--- config.mk ---
export PLATFORM = sky130hd
export DESIGN_NAME = ep_mask_bank
export DESIGN_NICKNAME = d
export VERILOG_FILES = /design/src/rtl/ep_mask_pkg.sv /design/src/rtl/ep_bus_decode.sv /design/src/rtl/ep_mask_reg.sv /design/src/rtl/ep_read_mux.sv /design/src/rtl/ep_mask_bank.sv
export SDC_FILE = /design/constraint.sdc
export NUM_CORES = 1
export LEC_CHECK = 0
export BUFFER_PORTS_ARGS = -buffer_cell sky130_fd_sc_hd__buf_4
export CAP_MARGIN = 0
export CORE_MARGIN = 1
export CORE_UTILIZATION = 55
export DETAILED_ROUTE_END_ITERATION = 10
export GPL_ROUTABILITY_DRIVEN = 0
export HOLD_SLACK_MARGIN = 0.06
export MAX_ROUTING_LAYER = met4
export PLACE_DENSITY = 0.91
export SYNTH_ARGS = -nofsm -noshare
export SYNTH_HDL_FRONTEND = slang
export SYNTH_SLANG_ARGS = --single-unit
--- constraint.sdc ---
create_clock -name clk -period 4.9 [get_ports clk]
set_input_delay 0.98 -clock clk [delete_from_list [all_inputs] [get_ports clk]]
set_output_delay 0.98 -clock clk [all_outputs]
set_load 0.05 [all_outputs]
--- src/rtl/ep_mask_pkg.sv ---
package ep_mask_pkg;

    localparam int WORD_W     = 32;
    localparam int IE_W       = 8;
    localparam int NFLAG      = IE_W + 1;

    localparam int B_STALL    = 19;
    localparam int B_TOGRST   = 18;
    localparam int B_NYETOFF  = 17;
    localparam int B_DMAHOLD  = 16;
    localparam int B_BANK     = 14;
    localparam int B_KILL     = 13;
    localparam int B_BUSYIE   = 12;

    localparam logic [WORD_W-1:0] SET_ACTIVE =
        (32'h1 << B_STALL) | (32'h1 << B_TOGRST) | (32'h1 << B_NYETOFF) |
        (32'h1 << B_DMAHOLD) | (32'h1 << B_KILL) | (32'h1 << B_BUSYIE) | 32'hFF;

    localparam logic [WORD_W-1:0] CLR_ACTIVE =
        (32'h1 << B_STALL) | (32'h1 << B_NYETOFF) | (32'h1 << B_DMAHOLD) |
        (32'h1 << B_BANK) | (32'h1 << B_BUSYIE) | 32'hFF;

    typedef struct packed {
        logic            stall;
        logic            nyet_off;
        logic            dma_hold;
        logic            bank;
        logic            kill;
        logic            busy_ie;
        logic [IE_W-1:0] ie;
    } ep_ctl_t;

    function automatic logic [WORD_W-1:0] ctl_view(ep_ctl_t c);
        logic [WORD_W-1:0] w;
        w              = '0;
        w[B_STALL]     = c.stall;
        w[B_NYETOFF]   = c.nyet_off;
        w[B_DMAHOLD]   = c.dma_hold;
        w[B_BANK]      = c.bank;
        w[B_KILL]      = c.kill;
        w[B_BUSYIE]    = c.busy_ie;
        w[IE_W-1:0]    = c.ie;
        return w;
    endfunction

    function automatic logic gate_irq(ep_ctl_t c, logic [NFLAG-1:0] f);
        return (|(f[IE_W-1:0] & c.ie)) | (f[IE_W] & c.busy_ie);
    endfunction

    function automatic logic upd(logic q, logic s, logic c);
        return s | (q & ~c);
    endfunction

endpackage

--- src/rtl/ep_bus_decode.sv ---
module ep_bus_decode #(
    parameter int NUM_EP    = 9,
    parameter int ADDR_W    = 12,
    parameter int MASK_BASE = 'h1C0,
    parameter int SET_BASE  = 'h200,
    parameter int CLR_BASE  = 'h240
) (
    input  logic [ADDR_W-1:0] addr,
    input  logic              we,
    output logic [NUM_EP-1:0] set_sel,
    output logic [NUM_EP-1:0] clr_sel,
    output logic [NUM_EP-1:0] rd_sel
);
    localparam int STRIDE = 4;

    for (genvar x = 0; x < NUM_EP; x++) begin : g_dec
        assign rd_sel[x]  = (addr == ADDR_W'(MASK_BASE + STRIDE * x));
        assign set_sel[x] = we && (addr == ADDR_W'(SET_BASE + STRIDE * x));
        assign clr_sel[x] = we && (addr == ADDR_W'(CLR_BASE + STRIDE * x));
    end

    always_comb begin
        assert ($onehot0(set_sel | clr_sel)) else $error("AST_ONE_ALIAS_HIT");
    end
endmodule

--- src/rtl/ep_mask_reg.sv ---
module ep_mask_reg
    import ep_mask_pkg::*;
(
    input  logic              clk,
    input  logic              rst,
    input  logic              is_ctrl,
    input  logic              set_we,
    input  logic              clr_we,
    input  logic [WORD_W-1:0] wdata,
    input  logic              setup_rx,
    input  logic              bank_ready,
    input  logic              kill_done,
    input  logic [NFLAG-1:0]  flags,
    output logic [WORD_W-1:0] view,
    output logic              stall_o,
    output logic              tog_o,
    output logic              nyet_o,
    output logic              dmah_o,
    output logic              release_o,
    output logic              kill_o,
    output logic              irq_o
);
    ep_ctl_t           q, d;
    logic [WORD_W-1:0] sv, cv;
    logic              tog_q, rel_q, rel_d;

    assign sv = set_we ? (wdata & SET_ACTIVE) : '0;
    assign cv = clr_we ? (wdata & CLR_ACTIVE) : '0;

    always_comb begin
        d          = q;
        d.stall    = upd(q.stall, sv[B_STALL], cv[B_STALL] | setup_rx);
        d.nyet_off = upd(q.nyet_off, sv[B_NYETOFF], cv[B_NYETOFF]);
        d.dma_hold = upd(q.dma_hold, sv[B_DMAHOLD], cv[B_DMAHOLD]);
        d.busy_ie  = upd(q.busy_ie, sv[B_BUSYIE], cv[B_BUSYIE]);
        d.kill     = upd(q.kill, sv[B_KILL], kill_done);
        d.bank     = is_ctrl ? 1'b0 : upd(q.bank, bank_ready, cv[B_BANK]);
        for (int k = 0; k < IE_W; k++)
            d.ie[k] = upd(q.ie[k], sv[k], cv[k]);
        rel_d      = !is_ctrl && q.bank && cv[B_BANK] && !bank_ready;
    end

    always_ff @(posedge clk) begin
        if (rst) begin
            q     <= '0;
            tog_q <= 1'b0;
            rel_q <= 1'b0;
        end else begin
            q     <= d;
            tog_q <= sv[B_TOGRST];
            rel_q <= rel_d;
        end
    end

    assign view      = ctl_view(q);
    assign stall_o   = q.stall;
    assign tog_o     = tog_q;
    assign nyet_o    = q.nyet_off;
    assign dmah_o    = q.dma_hold;
    assign kill_o    = q.kill;
    assign release_o = rel_q;
    assign irq_o     = gate_irq(q, flags);

    AST_SETUP_DROPS_STALL: assert property (@(posedge clk) disable iff (rst)
        (setup_rx && !(set_we && wdata[B_STALL])) |=> !stall_o) else $error("stall");
    AST_SW_SET_BEATS_SETUP: assert property (@(posedge clk) disable iff (rst)
        (set_we && wdata[B_STALL]) |=> stall_o) else $error("stall set");
    AST_BANK_HW_WINS: assert property (@(posedge clk) disable iff (rst)
        (bank_ready && !is_ctrl) |=> (q.bank || $past(is_ctrl) != is_ctrl)) else $error("bank");
    AST_CTRL_NO_BANK: assert property (@(posedge clk) disable iff (rst)
        ($past(is_ctrl) && is_ctrl) |-> (!q.bank && !release_o)) else $error("ctrl bank");
    AST_KILL_DONE_CLEARS: assert property (@(posedge clk) disable iff (rst)
        (kill_done && !(set_we && wdata[B_KILL])) |=> !kill_o) else $error("kill");
    AST_TOG_SINGLE: assert property (@(posedge clk) disable iff (rst)
        (tog_o && !$past(set_we && wdata[B_TOGRST])) |-> 1'b0) else $error("tog");
    AST_IE_SET_TAKES: assert property (@(posedge clk) disable iff (rst)
        (set_we && wdata[IE_W-1:0] != '0) |=> ((q.ie & $past(wdata[IE_W-1:0])) == $past(wdata[IE_W-1:0])))
        else $error("ie");
endmodule

--- src/rtl/ep_read_mux.sv ---
module ep_read_mux #(
    parameter int NUM_EP = 9,
    parameter int WORD_W = 32
) (
    input  logic [NUM_EP*WORD_W-1:0] views,
    input  logic [NUM_EP-1:0]        rd_sel,
    output logic [WORD_W-1:0]        rdata
);
    logic [WORD_W-1:0] part [NUM_EP];

    for (genvar x = 0; x < NUM_EP; x++) begin : g_gate
        assign part[x] = rd_sel[x] ? views[x*WORD_W +: WORD_W] : '0;
    end

    always_comb begin
        rdata = '0;
        for (int x = 0; x < NUM_EP; x++)
            rdata = rdata | part[x];
    end
endmodule

--- src/rtl/ep_mask_bank.sv ---
module ep_mask_bank
    import ep_mask_pkg::*;
#(
    parameter int NUM_EP    = 9,
    parameter int ADDR_W    = 12,
    parameter int MASK_BASE = 'h1C0,
    parameter int SET_BASE  = 'h200,
    parameter int CLR_BASE  = 'h240
) (
    input  logic                    clk,
    input  logic                    rst,
    input  logic [ADDR_W-1:0]       bus_addr,
    input  logic                    bus_we,
    input  logic [31:0]             bus_wdata,
    output logic [31:0]             bus_rdata,
    input  logic [NUM_EP-1:0]       ep_is_ctrl,
    input  logic [NUM_EP-1:0]       setup_rx,
    input  logic [NUM_EP-1:0]       bank_ready,
    input  logic [NUM_EP-1:0]       kill_done,
    input  logic [NUM_EP*9-1:0]     ev_flags,
    output logic [NUM_EP-1:0]       stall_req_o,
    output logic [NUM_EP-1:0]       toggle_rst_o,
    output logic [NUM_EP-1:0]       nyet_off_o,
    output logic [NUM_EP-1:0]       dma_hold_o,
    output logic [NUM_EP-1:0]       bank_release_o,
    output logic [NUM_EP-1:0]       kill_req_o,
    output logic [NUM_EP-1:0]       ep_irq_o
);
    logic [NUM_EP-1:0]        set_sel, clr_sel, rd_sel;
    logic [NUM_EP*WORD_W-1:0] views;

    ep_bus_decode #(
        .NUM_EP(NUM_EP), .ADDR_W(ADDR_W),
        .MASK_BASE(MASK_BASE), .SET_BASE(SET_BASE), .CLR_BASE(CLR_BASE)
    ) u_dec (
        .addr(bus_addr), .we(bus_we),
        .set_sel(set_sel), .clr_sel(clr_sel), .rd_sel(rd_sel)
    );

    for (genvar x = 0; x < NUM_EP; x++) begin : g_ep
        ep_mask_reg u_reg (
            .clk(clk), .rst(rst),
            .is_ctrl(ep_is_ctrl[x]),
            .set_we(set_sel[x]), .clr_we(clr_sel[x]),
            .wdata(bus_wdata),
            .setup_rx(setup_rx[x]), .bank_ready(bank_ready[x]), .kill_done(kill_done[x]),
            .flags(ev_flags[x*NFLAG +: NFLAG]),
            .view(views[x*WORD_W +: WORD_W]),
            .stall_o(stall_req_o[x]), .tog_o(toggle_rst_o[x]),
            .nyet_o(nyet_off_o[x]), .dmah_o(dma_hold_o[x]),
            .release_o(bank_release_o[x]), .kill_o(kill_req_o[x]),
            .irq_o(ep_irq_o[x])
        );
    end

    ep_read_mux #(.NUM_EP(NUM_EP), .WORD_W(WORD_W)) u_mux (
        .views(views), .rd_sel(rd_sel), .rdata(bus_rdata)
    );

    AST_RESERVED_ZERO: assert property (@(posedge clk) disable iff (rst)
        (bus_rdata & 32'hFFF0_8F00) == '0) else $error("reserved");
endmodule

* Yosys cells after proc, flatten, opt, wreduce, memory -nomap -nowiden
Index checks and enable logic that the tools add are counted.
** Word-level totals
- Flip-flop bits (word level) :: 144
- Input bits :: 164
- Output and inout bits :: 95
- Word-level logic and storage cells :: 656
** Operators by class
- Equal/unequal tests :: 27
- Multiplexer cells :: 27
- Bitwise gates (word level) :: 431
- Reduce and logical (&&, ||, !) cells :: 90
** Operators by type and width (number)
- 2-to-1 mux 20 bit :: 27
- OR 32 bit :: 8
- == test 12 x 10 -> 1 bit (second input constant) :: 18
- OR 1 bit :: 144
- AND 1 bit :: 135
- inverter 1 bit :: 135
- == test 12 x 9 -> 1 bit (second input constant) :: 9
- AND 8 bit :: 9
- OR reduction 8 bit :: 9
- logical AND 1 bit :: 45
- OR reduction 2 bit :: 18
- logical NOT 1 bit :: 18

* Depth between registers and ports, before layout
- Word-level depth :: 10
- Mapped depth :: 7
- Depth with buffers taken out :: 4

* Hierarchy
From an unflattened synthesis, not the netlist that was laid out.
** Unflattened totals
- Cell total of the unflattened synthesis :: 1075
- Area total of the unflattened synthesis :: 9207.6 µm²
** Modules (own cells, without submodules)
- ep_mask_reg :: times used 9, cells each 93, area an instance 808.3 µm², sequential area each 320.3 µm²
- ep_read_mux :: times used 1, cells each 187, area an instance 1599.0 µm², sequential area each 0.0 µm²
- ep_bus_decode :: times used 1, cells each 51, area an instance 334.1 µm², sequential area each 0.0 µm²

* Worst setup path before layout
No wires, ideal clock.
- Path type :: input-to-output
- From :: in bus_addr[4]
- To :: out bus_rdata[0]
- Arrival :: 3145 ps
- Required time :: 3920 ps
- Path slack :: 775 ps
- Stages on the path :: 5
- Path buffers :: 1
- Path through :: buf_2 -> nor3_1 -> nand2_1 -> a2bb2oi_1 -> o21ai_0
** On the way
- Word-level cells in the longest chain between the ends :: 10
- Elaborated cells on any way between the ends :: 26
- Classes of those cells :: eq/ne: 9; mux: 9; bitwise: 8
** RTL lines
- start, declared :: line ep_mask_bank.sv:12 : input logic [ADDR_W-1:0] bus_addr,
- == test 12 x 9 -> 1 bit :: line ep_bus_decode.sv:17 : assign rd_sel[x] = (addr == ADDR_W'(MASK_BASE + STRIDE * x));
- 2-to-1 mux 20 bit :: line ep_read_mux.sv:12 : assign part[x] = rd_sel[x] ? views[x*WORD_W +: WORD_W] : '0;
- OR 32 bit (7 in series) :: line ep_read_mux.sv:18 : rdata = rdata | part[x];
- OR 32 bit * :: line ep_read_mux.sv:18
- end, declared :: line ep_mask_bank.sv:15 : output logic [31:0] bus_rdata,
Every way passes the cells marked *; elsewhere a longest branch is shown, timed or not.

* Worst setup path after layout
Same ends and word-level chain as after synthesis.

==> impl_metrics.env <==
export IMPL_power_internal_mw=2.09
export IMPL_synth_area_per_cell_um2=8.35
export IMPL_critical_path_required_ns=3.92
export IMPL_gr_usage_all_layers=0.376
export IMPL_pwr_share_clk=0.481
export IMPL_drc=0
export IMPL_vias=8007
export IMPL_setup_tns_ns=0
export IMPL_path_class="primary input to output port"
export IMPL_ys_top_cells_by_area="dfxtp_1 (37%), a21oi_1 (7.9%), buf_4 (7.9%)"
export IMPL_wl_per_cell_um=21.8
export IMPL_swShare=0.242
export IMPL_ir_drop_mv=0.273
export IMPL_drtIter0Drc=1534
export IMPL_drtAntennaViolNets=0
export IMPL_p_total_mw=2.76
export IMPL_max_freq_ghz=0.238
export IMPL_p_seq_frac=0.427
export IMPL_cts_max_level=4
export IMPL_drv_cap=0
export IMPL_grt_overflow=0
export IMPL_crit_start="bus_addr[4]"
export IMPL_powerDensity_nw_per_um2=292
export IMPL_finClkSkew_ns=0.00150
export IMPL_drive_gt1_frac=0.293
export IMPL_path_cells="buf_4 > or4_1 > nor4_2 > a222oi_1 > o21ai_0 > buf_4"
export IMPL_netlist_top_cells_count="dfxtp_1 (144), a21oi_1 (123), nand2_1 (106), o21ai_0 (106), buf_4 (82)"
export IMPL_period_share=0.856
export IMPL_drtPass1Iterations=7
export IMPL_yosys_area_top_type="dfxtp_1"
export IMPL_crit_top_cell="buf_4"
export IMPL_use_met1=0.472
export IMPL_grt_use_met3=0.0775
export IMPL_routed_via_density=6.45
export IMPL_setup_violations=0
export IMPL_root_buffer="clkbuf_16"
export IMPL_die_area_um2=14700
export IMPL_wirelength_um=27100
export IMPL_diodes=0
export IMPL_hold_buffers=0
export IMPL_async_reset_ff_frac=0
export IMPL_grt_start_max_net_pins=85
export IMPL_rows=43
export IMPL_clkLatencyLatePin_ns=0.42
export IMPL_clk_pin_slew_ns=0.06
export IMPL_nFillCells=1098
export IMPL_worst_pin_slew_ns=1.31
export IMPL_path_buf_inv=2
export IMPL_combPwrFrac=0.092
export IMPL_rsz0062_at_grt="false"
export IMPL_syn_inst=934
export IMPL_hpwl_um=18700
export IMPL_synth_cell_types=54
export IMPL_grt_antenna_before_repair=0
export IMPL_grt_busiest_layer="met2"
export IMPL_coreArea_um2=13900
export IMPL_die_w_um=121
export IMPL_worst_r2r_cell_count=3
export IMPL_yosysTopAreaCellShare=0.370
export IMPL_fin_crit_ns=4.19
export IMPL_clkSinkCount=144
export IMPL_met2_usage=0.550
export IMPL_cts_resized=0
export IMPL_post_route_util=0.681
export IMPL_post_cts_setup_buffers=0
export IMPL_status="finished clean"
export IMPL_end_kind="output port"
export IMPL_cts_buffer_depth=2
export IMPL_die_height_um=121
export IMPL_r2r_setup_slack_ns=4.01
export IMPL_io_buffers=223
export IMPL_syn_to_final_growth_pct=21.3
export IMPL_final_hold_viol_count=0
export IMPL_crit_end="bus_rdata[0]"
export IMPL_regArea_um2=2880
export IMPL_numCtsBuffers=17
export IMPL_startpoint_type="primary input"
export IMPL_hold_ws_ns=0.452
export IMPL_p_switching_mw=0.669
export IMPL_cp_max_fo=30
export IMPL_critical_path_max_stage_delay_ns=0.70
export IMPL_yosys_warnings=0
export IMPL_multi_input_area_um2=3930
export IMPL_maxSlewViolCount=0
export IMPL_timing_rr_start="g_ep[8].u_reg.stall_o"
export IMPL_first_global_vias=7335
export IMPL_synthFlopType="dfxtp_1"
export IMPL_p_leak_nw=3.65
export IMPL_synth_area_um2=7800
export IMPL_synth_edf_count=0
export IMPL_timing_rr_end="g_ep[8].u_reg.stall_o"
export IMPL_critPathTopFamily="simple AND/OR/NAND/NOR gates"
export IMPL_io_pins=259
export IMPL_hold_class="flip-flop to flip-flop"
export IMPL_nNetsFinal=1213
export IMPL_start_util=0.562
export IMPL_cpMaxStageDelayCell="nor4_2"
export IMPL_grt_pass1_wl_um=40400
export IMPL_ys_ff_latch=144
export IMPL_slew_headroom=0.121
export IMPL_path_depth=6
export IMPL_cts_tree="built"
export IMPL_yosysMostFrequentCell="dfxtp_1"
export IMPL_ys_seq_area_frac=0.370
export IMPL_cp_data_arrival_time_ns=3.21
[per-layer routing]
| layer | wire length, µm | vias to the layer above |
|---|---|---|
| met5 | 0 | - |
| met4 | 1330 | 0 |
| met3 | 3640 | 111 |
| met2 | 12000 | 669 |
| met1 | 10000 | 3693 |
| li1 | - | 3534 |
[through the flow]
stage	instances	setup WS [ns]	cell area [µm²]
5_1_grt	1242	0.683	9460
3_5_place_dp	1210	0.814	8860
6_report	1242	0.707	9460
4_1_cts	1242	0.814	9460
2_1_floorplan	951	0.775	7860
3_3_place_gp	1210	0.824	8860
[sequential cells by signal, summed over array words and instances (netlist names)]
register              flops
g_ep.u_reg.dmah_o         9
g_ep.u_reg.kill_o         9
g_ep.u_reg.nyet_o         9
g_ep.u_reg.release_o      9
g_ep.u_reg.stall_o        9
g_ep.u_reg.tog_o          9
g_ep.u_reg.view          90
[worst min-delay path by stage]
stage                                    to  cells after the start  slack, ns                    from
floorplan           g_ep[3].u_reg.release_o                      2       0.42  g_ep[3].u_reg.view[14]
global placement    g_ep[3].u_reg.release_o                      2       0.43  g_ep[3].u_reg.view[14]
detailed placement  g_ep[6].u_reg.release_o                      2       0.44  g_ep[6].u_reg.view[14]
CTS                 g_ep[5].u_reg.release_o                      2       0.45  g_ep[5].u_reg.view[14]
global route        g_ep[0].u_reg.release_o                      2       0.46  g_ep[0].u_reg.view[14]
finish              g_ep[5].u_reg.release_o                      2       0.45  g_ep[5].u_reg.view[14]
[cell usage in the layout (no fill, tap or decap), drive strengths merged, types with 14 or more instances in the layout]
master	instances
buf	228
nor2b	19
nand2	106
inv	29
clkbuf	24
a222oi	17
nor4	14
a22oi	17
conb	18
mux2	25
a21oi	123
mux2i	19
o21ai	106
nor2	25
dfxtp	144
[worst min-delay path, cell delays in order (launching register included)]
cell	delay, ns
dfxtp_1	0.32
nand2_1	0.06
nor2_1	0.03
[logic make-up after synthesis]
kind of cell,share of synthesized area
AO/OA/AOI/OAI,0.264
AND/OR/NAND/NOR,0.171
buffers and inverters,0.135
flip-flops,0.370
multiplexers,0.0605
other,0.000481
[power groups by stage]
stage | clock (mW) | sequential (mW) | combinational [mW]
after floorplan | 0 | 1.20 | 0.136
after global placement | 0 | 1.20 | 0.243
after global routing | 1.38 | 1.18 | 0.265
final | 1.33 | 1.18 | 0.255
after detailed placement | 0 | 1.20 | 0.245
after CTS | 1.33 | 1.18 | 0.247
[cell type report]
| class | instances | share of cell area |
|---|---|---|
| Clock buffer | 24 | 0.0530 |
| Timing Repair Buffer | 228 | 0.181 |
| Clock inverter | 8 | 0.0107 |
| Tap cell | 180 | 0.0238 |
| Sequential cell | 144 | 0.305 |
| Multi-Input combinational cell | 630 | 0.416 |
| Inverter | 28 | 0.0111 |
Note: power is estimated with default switching activity, not from simulation.
